File: src/rtl/lane_align_pkg.sv
package lane_align_pkg;

  typedef enum logic [1:0] {
    ST_IDLE = 2'd0,
    ST_BUS  = 2'd1,
    ST_RSP  = 2'd2
  } lsu_state_e;

  localparam int unsigned SIZE_W = 2;

endpackage

File: src/rtl/lane_plan.sv
// Decides which lanes an access touches and how far the value is shifted.
module lane_plan #(
  parameter int unsigned LANES  = 4,
  parameter int unsigned OFF_W  = 2,
  parameter int unsigned SIZE_W = 2
) (
  input  logic [OFF_W-1:0]  off,
  input  logic [SIZE_W-1:0] size,
  input  logic              little_endian,
  output logic [LANES-1:0]  be,
  output logic [OFF_W-1:0]  shift,
  output logic              misalign
);

  int nb_i;
  int sh_i;
  logic size_ok;

  always_comb begin
    size_ok  = (int'(size) <= int'(OFF_W));
    nb_i     = size_ok ? (1 << size) : int'(LANES);
    misalign = !size_ok || ((int'(off) & (nb_i - 1)) != 0);
    if (little_endian) sh_i = int'(off);
    else               sh_i = int'(LANES) - nb_i - int'(off);
    if (misalign) sh_i = 0;
    shift = OFF_W'(sh_i);
    if (misalign) be = '0;
    else          be = LANES'(((1 << nb_i) - 1) << sh_i);
  end

endmodule

File: src/rtl/store_steer.sv
// Moves a right-justified store value onto the enabled lanes.
module store_steer #(
  parameter int unsigned LANES = 4,
  parameter int unsigned OFF_W = 2
) (
  input  logic [8*LANES-1:0] value,
  input  logic [OFF_W-1:0]   shift,
  input  logic [LANES-1:0]   be,
  output logic [8*LANES-1:0] lanes
);

  for (genvar i = 0; i < LANES; i++) begin : g_lane
    logic [OFF_W:0] src;
    assign src = (OFF_W + 1)'(i) - {1'b0, shift};
    assign lanes[8*i +: 8] = be[i] ? value[{src[OFF_W-1:0], 3'b000} +: 8] : 8'h00;
  end

endmodule

File: src/rtl/load_extract.sv
// Picks the addressed bytes out of a bus word and extends them.
module load_extract #(
  parameter int unsigned LANES  = 4,
  parameter int unsigned OFF_W  = 2,
  parameter int unsigned SIZE_W = 2
) (
  input  logic [8*LANES-1:0] word,
  input  logic [OFF_W-1:0]   shift,
  input  logic [SIZE_W-1:0]  size,
  input  logic               sign_ext,
  output logic [8*LANES-1:0] value
);

  int nb_i;
  logic [OFF_W-1:0] top_lane;
  logic top_bit;
  logic [7:0] fill;

  always_comb begin
    nb_i     = (int'(size) <= int'(OFF_W)) ? (1 << size) : int'(LANES);
    top_lane = OFF_W'(int'(shift) + nb_i - 1);
    top_bit  = word[{top_lane, 3'b111}];
    fill     = (sign_ext && top_bit) ? 8'hFF : 8'h00;
  end

  for (genvar k = 0; k < LANES; k++) begin : g_byte
    logic [OFF_W-1:0] lane;
    assign lane = OFF_W'(k) + shift;
    assign value[8*k +: 8] = (k < nb_i) ? word[{lane, 3'b000} +: 8] : fill;
  end

endmodule

File: src/rtl/lsu_lane_align.sv
module lsu_lane_align #(
  parameter int unsigned ADDR_W = 32,
  parameter int unsigned DATA_W = 32
) (
  input  logic              clk,
  input  logic              rst_n,
  input  logic              req_valid,
  output logic              req_ready,
  input  logic              req_write,
  input  logic [ADDR_W-1:0] req_addr,
  input  logic [1:0]        req_size,
  input  logic              req_signed,
  input  logic [DATA_W-1:0] req_wdata,
  input  logic              little_endian,
  output logic              bus_req,
  input  logic              bus_ack,
  output logic              bus_we,
  output logic [ADDR_W-1:0] bus_addr,
  output logic [DATA_W/8-1:0] bus_be,
  output logic [DATA_W-1:0] bus_wdata,
  input  logic [DATA_W-1:0] bus_rdata,
  output logic              rsp_valid,
  input  logic              rsp_ready,
  output logic [DATA_W-1:0] rsp_data,
  output logic              rsp_misalign
);
  import lane_align_pkg::*;

  localparam int unsigned LANES = DATA_W / 8;
  localparam int unsigned OFF_W = $clog2(LANES);

  lsu_state_e state_q;

  logic [LANES-1:0]  plan_be;
  logic [OFF_W-1:0]  plan_shift;
  logic              plan_mis;
  logic [DATA_W-1:0] steered;
  logic [DATA_W-1:0] loaded;

  logic [OFF_W-1:0]  shift_q;
  logic [SIZE_W-1:0] size_q;
  logic              sign_q;
  logic              accept;

  lane_plan #(.LANES(LANES), .OFF_W(OFF_W), .SIZE_W(SIZE_W)) u_plan (
    .off          (req_addr[OFF_W-1:0]),
    .size         (req_size),
    .little_endian(little_endian),
    .be           (plan_be),
    .shift        (plan_shift),
    .misalign     (plan_mis)
  );

  store_steer #(.LANES(LANES), .OFF_W(OFF_W)) u_steer (
    .value(req_wdata),
    .shift(plan_shift),
    .be   (plan_be),
    .lanes(steered)
  );

  load_extract #(.LANES(LANES), .OFF_W(OFF_W), .SIZE_W(SIZE_W)) u_extract (
    .word    (bus_rdata),
    .shift   (shift_q),
    .size    (size_q),
    .sign_ext(sign_q),
    .value   (loaded)
  );

  assign req_ready = (state_q == ST_IDLE);
  assign bus_req   = (state_q == ST_BUS);
  assign rsp_valid = (state_q == ST_RSP);
  assign accept    = req_valid && req_ready;

  always_ff @(posedge clk or negedge rst_n) begin
    if (!rst_n) begin
      state_q      <= ST_IDLE;
      bus_addr     <= '0;
      bus_be       <= '0;
      bus_we       <= 1'b0;
      bus_wdata    <= '0;
      shift_q      <= '0;
      size_q       <= '0;
      sign_q       <= 1'b0;
      rsp_data     <= '0;
      rsp_misalign <= 1'b0;
    end else begin
      case (state_q)
        ST_IDLE: if (accept) begin
          bus_addr  <= {req_addr[ADDR_W-1:OFF_W], {OFF_W{1'b0}}};
          bus_be    <= plan_be;
          bus_we    <= req_write;
          bus_wdata <= req_write ? steered : '0;
          shift_q   <= plan_shift;
          size_q    <= req_size;
          sign_q    <= req_signed;
          if (plan_mis) begin
            rsp_data     <= '0;
            rsp_misalign <= 1'b1;
            state_q      <= ST_RSP;
          end else begin
            state_q <= ST_BUS;
          end
        end
        ST_BUS: if (bus_ack) begin
          rsp_data     <= bus_we ? '0 : loaded;
          rsp_misalign <= 1'b0;
          state_q      <= ST_RSP;
        end
        ST_RSP: if (rsp_ready) state_q <= ST_IDLE;
        default: state_q <= ST_IDLE;
      endcase
    end
  end

  // Bus outputs frozen until acknowledge
  assert_bus_hold_R8: assert property (@(posedge clk) disable iff (!rst_n)
    bus_req && !bus_ack |=> bus_req && $stable(bus_addr) && $stable(bus_be)
                            && $stable(bus_we) && $stable(bus_wdata));

  // Word-aligned address on the bus
  assert_bus_aligned_R1: assert property (@(posedge clk) disable iff (!rst_n)
    bus_req |-> bus_addr[OFF_W-1:0] == '0);

  // Lane count is a power of two for every issued transfer
  assert_lane_count_R2: assert property (@(posedge clk) disable iff (!rst_n)
    bus_req |-> ($countones(bus_be) == 1 || $countones(bus_be) == 2
                 || $countones(bus_be) == LANES));

  // Rejected access never occupies the bus
  assert_mis_no_bus_R5: assert property (@(posedge clk) disable iff (!rst_n)
    rsp_valid && rsp_misalign |-> !bus_req && rsp_data == '0);

  // Response held under back-pressure
  assert_rsp_hold_R9: assert property (@(posedge clk) disable iff (!rst_n)
    rsp_valid && !rsp_ready |=> rsp_valid && $stable(rsp_data) && $stable(rsp_misalign));

  // No new request taken while one is outstanding
  assert_single_flight_R9: assert property (@(posedge clk) disable iff (!rst_n)
    req_ready |-> !bus_req && !rsp_valid);

endmodule

File: config.mk
export PLATFORM = sky130hd
export DESIGN_NAME = lsu_lane_align
export DESIGN_NICKNAME = d
export VERILOG_FILES = /design/src/rtl/lane_align_pkg.sv /design/src/rtl/lane_plan.sv /design/src/rtl/store_steer.sv /design/src/rtl/load_extract.sv /design/src/rtl/lsu_lane_align.sv
export SDC_FILE = /design/constraint.sdc
export NUM_CORES = 1
export LEC_CHECK = 0
export ABC_AREA = 1
export BUFFER_PORTS_ARGS = -buffer_cell sky130_fd_sc_hd__buf_2
export CORE_UTILIZATION = 47
export DETAILED_ROUTE_END_ITERATION = 10
export GPL_ROUTABILITY_DRIVEN = 0
export PLACE_DENSITY = 0.75
export SYNTH_ARGS = -nofsm -noshare
export SYNTH_HDL_FRONTEND = slang
export SYNTH_SLANG_ARGS = --single-unit
File: constraint.sdc
create_clock -name clk -period 2.1 [get_ports clk]
set_input_delay 0.42 -clock clk [delete_from_list [all_inputs] [get_ports clk]]
set_output_delay 0.42 -clock clk [all_outputs]
set_load 0.05 [all_outputs]
==> qor.yml <==
grt_pass1_wl_um: 31900
h-tree-depth: 3
crit_arrival_ps: 2510
layoutNonFillerInstCount: 1375
drive_gt1_share_pct: 28.4
drt_wl_total_um: 19800
vias_per_cell: 5.11
syn_avg_cell_area_um2: 6.70
antenna_found_initial: 1
hold_viol: 0
final_common_cell: "nand2_1"
wire_per_inst_um: 14.4
worst_setup_path_start_kind: "input port"
setup_tns_ps: -1470
utilization_pct: 64.3
grt_pass1_vias: 6333
numCtsBuffers: 9
syn_inst: 966
synth.distinct_cells: 33
worstMarginPinSlew_ps: 801
layout_min_cycle_time_ps: 2210
ys_seq_area_share_pct: 41.4
violations: "setup timing"
crit_fanout: 8
p_sw_share_pct: 52.2
finalSetupViolations: 27
synth_warnings: 0
cts_sinks: 107
core_area_um2: 13300
p_switching_w: 0.00595
power_density_nw_per_um2: 1330
antenna_left: 0
diodes: 0
cap_violations: 0
power_frac_seq_pct: 27.0
floorplan.initialDensity_pct: 48.5
ios: 211
hold_class: "in2async"
yosysTopAreaCell: "dfrtp_1"
initialDrtViolationCount: 618
clkPwrFrac_pct: 17.0
internal_power_w: 0.00545
cp.required_ps: 2400
skew_ps: 8.55
die-height_um: 119
num_rows: 42
async_reset_ff_share_pct: 100
vias: 7031
grt_max_degree: 78
synth.top_cell.area_share_pct: 41.4
cts-root-buf: "clkbuf_16"
synth_edf_count: 0
clkSlewWorstSetupHoldPaths_ps: 80
overflow: 0
fin_crit_sh_pct: 105
outcome: "finished, violations left"
place_ws_ps: -602
cts_buffer_depth: 2
synth_area_um2: 6470
mostFrequentLayoutCells: "nand2_1, buf_2, dfrtp_1, nand3_1, inv_1"
cts_tree: "done"
grt.total_usage_pct: 28.7
hold_buffers: 0
route.detailed.drc: 0
maxSlewViolCount: 0
io_buffer_count: 208
rsz0062_at_grt: "yes"
ys_top_cells_by_area: "dfrtp_1, nand2_1, nand3_1"
slew_headroom_pct: 46.6
nets: 1311
dpl.hpwl_um: 14600
peakVddDrop_mv: 0.916
die-area_um2: 14300
die_x_um: 119
end_kind: "flip-flop"
worstSkewPairLatency_ps: 360
path_class: "in2reg"
fmax_mhz: 451
ys.flop_type: "dfrtp_1"
ff2ff_path_depth: 10
p_leak_nw: 5.12
firstDrtPassIters: 5
ys_ff_latch: 107
area_growth_pct: 32.5
setup_ws_ps: -115
numPlacedInstances: 1351
power.share.combinational_pct: 56.0
num-fill-cells: 1232
==> layer usage <==
layer	wire length [um]	part of all wire (%)	track usage [%]	vias up
li1	-	-	-	3453
met1	8410	42	38.6	3163
met2	9060	46	44.9	361
met3	1660	8.4	5.36	52
met4	656	3.3	13.0	2
met5	16	0.081	0	-
==> worst paths after layout <==
| kind | start | endpoint | slack (ps) |
|---|---|---|---|
| worst max-delay path | req_size[1] | bus_wdata[7] | -110 |
| worst min register to register | rsp_data[24] | rsp_data[24] | 480 |
| max in group asynchronous | rst_n | bus_addr[5] | 1520 |
| worst max register to register | size_q[1] | rsp_data[8] | 220 |
| min in group clk | req_addr[26] | bus_addr[26] | 250 |
| worst min-delay path | rst_n | bus_wdata[8] | 30 |
==> kinds of logic (layout without fill, tap and decap cells) <==
kind of cell / count (synthesis) / in the layout / synth area share, %
XOR/XNOR: 2 / 2 / 0.560
other: 2 / 4 / 0.116
AO/OA/AOI/OAI: 71 / 71 / 6.01
flip-flops: 107 / 107 / 41.4
adder cells (fa/ha/maj): 11 / 11 / 2.24
buffers and inverters: 120 / 350 / 8.25
multiplexers: 7 / 7 / 1.08
AND/OR/NAND/NOR: 646 / 647 / 40.4
==> area by class of cell <==
cell class / count / area [um^2] / share of cell area (%)
timing repair buffer: 260 / 1560 / 18.2
sequential: 107 / 2680 / 31.2
tap: 176 / 220 / 2.57
inverter: 74 / 294 / 3.43
multi-input combinational: 742 / 3490 / 40.6
clock inverter: 7 / 114 / 1.33
clock buffer: 9 / 225 / 2.62
==> flip-flops by register name (all words and copies together), names as in the netlist, 2 cells and up <==
signal and count:
bus_wdata 32, state_q 2, size_q 2, rsp_data 32, shift_q 2, bus_be 4
bus_addr 30
==> power groups by stage <==
stage	logic, W	registers, W	clock network (W)
after global placement	0.00608	0.00309	0
after floorplan	0.00260	0.00500	0
after CTS	0.00619	0.00307	0.00196
after global routing	0.00691	0.00315	0.00206
final	0.00639	0.00308	0.00194
after detailed placement	0.00617	0.00309	0
==> repair_timing <==
item                                    CTS  global route
setup buffers                             1             6
pin swaps                                12            20
gates cloned                              1             0
endpoints found under the setup margin   36            68
gates resized for setup                  10            21
==> per-stage QoR <==
| stage | cell area, um^2 | hold slack, ps | total power [W] |
|---|---|---|---|
| 5_1_grt | 8580 | 61.6 | 0.0121 |
| 6_report | 8580 | 28.9 | 0.0114 |
| 2_1_floorplan | 6620 | 124 | 0.00760 |
| 3_3_place_gp | 8060 | 424 | 0.00918 |
| 4_1_cts | 8450 | 38.8 | 0.0112 |
| 3_5_place_dp | 8060 | 429 | 0.00926 |
==> cells in the mapped netlist, drive strengths merged, types with 2 or more instances <==
master	instances
nand2	507
a21oi	17
buf	29
nor3	2
ha	10
clkinv	2
clkbuf	17
nand3	82
mux2i	7
nor2	45
nand4	7
nand3b	2
dfrtp	107
inv	72
o211ai	6
o21ai	45
conb	2
==> worst max-delay path: stages <==
cell and delay (ps):
buf_6 110, nor2_4 130, ha_4 210, inv_2 60, ha_4 130, fa_2 220
ha_4 200, nor2_2 110, nand3_2 90, nand3_4 100, buf_6 110, buf_6 80
nand3_2 70, nor2_4 260, nand3_1 130, nand2_1 90
Note: power is estimated with default switching activity, not from simulation.
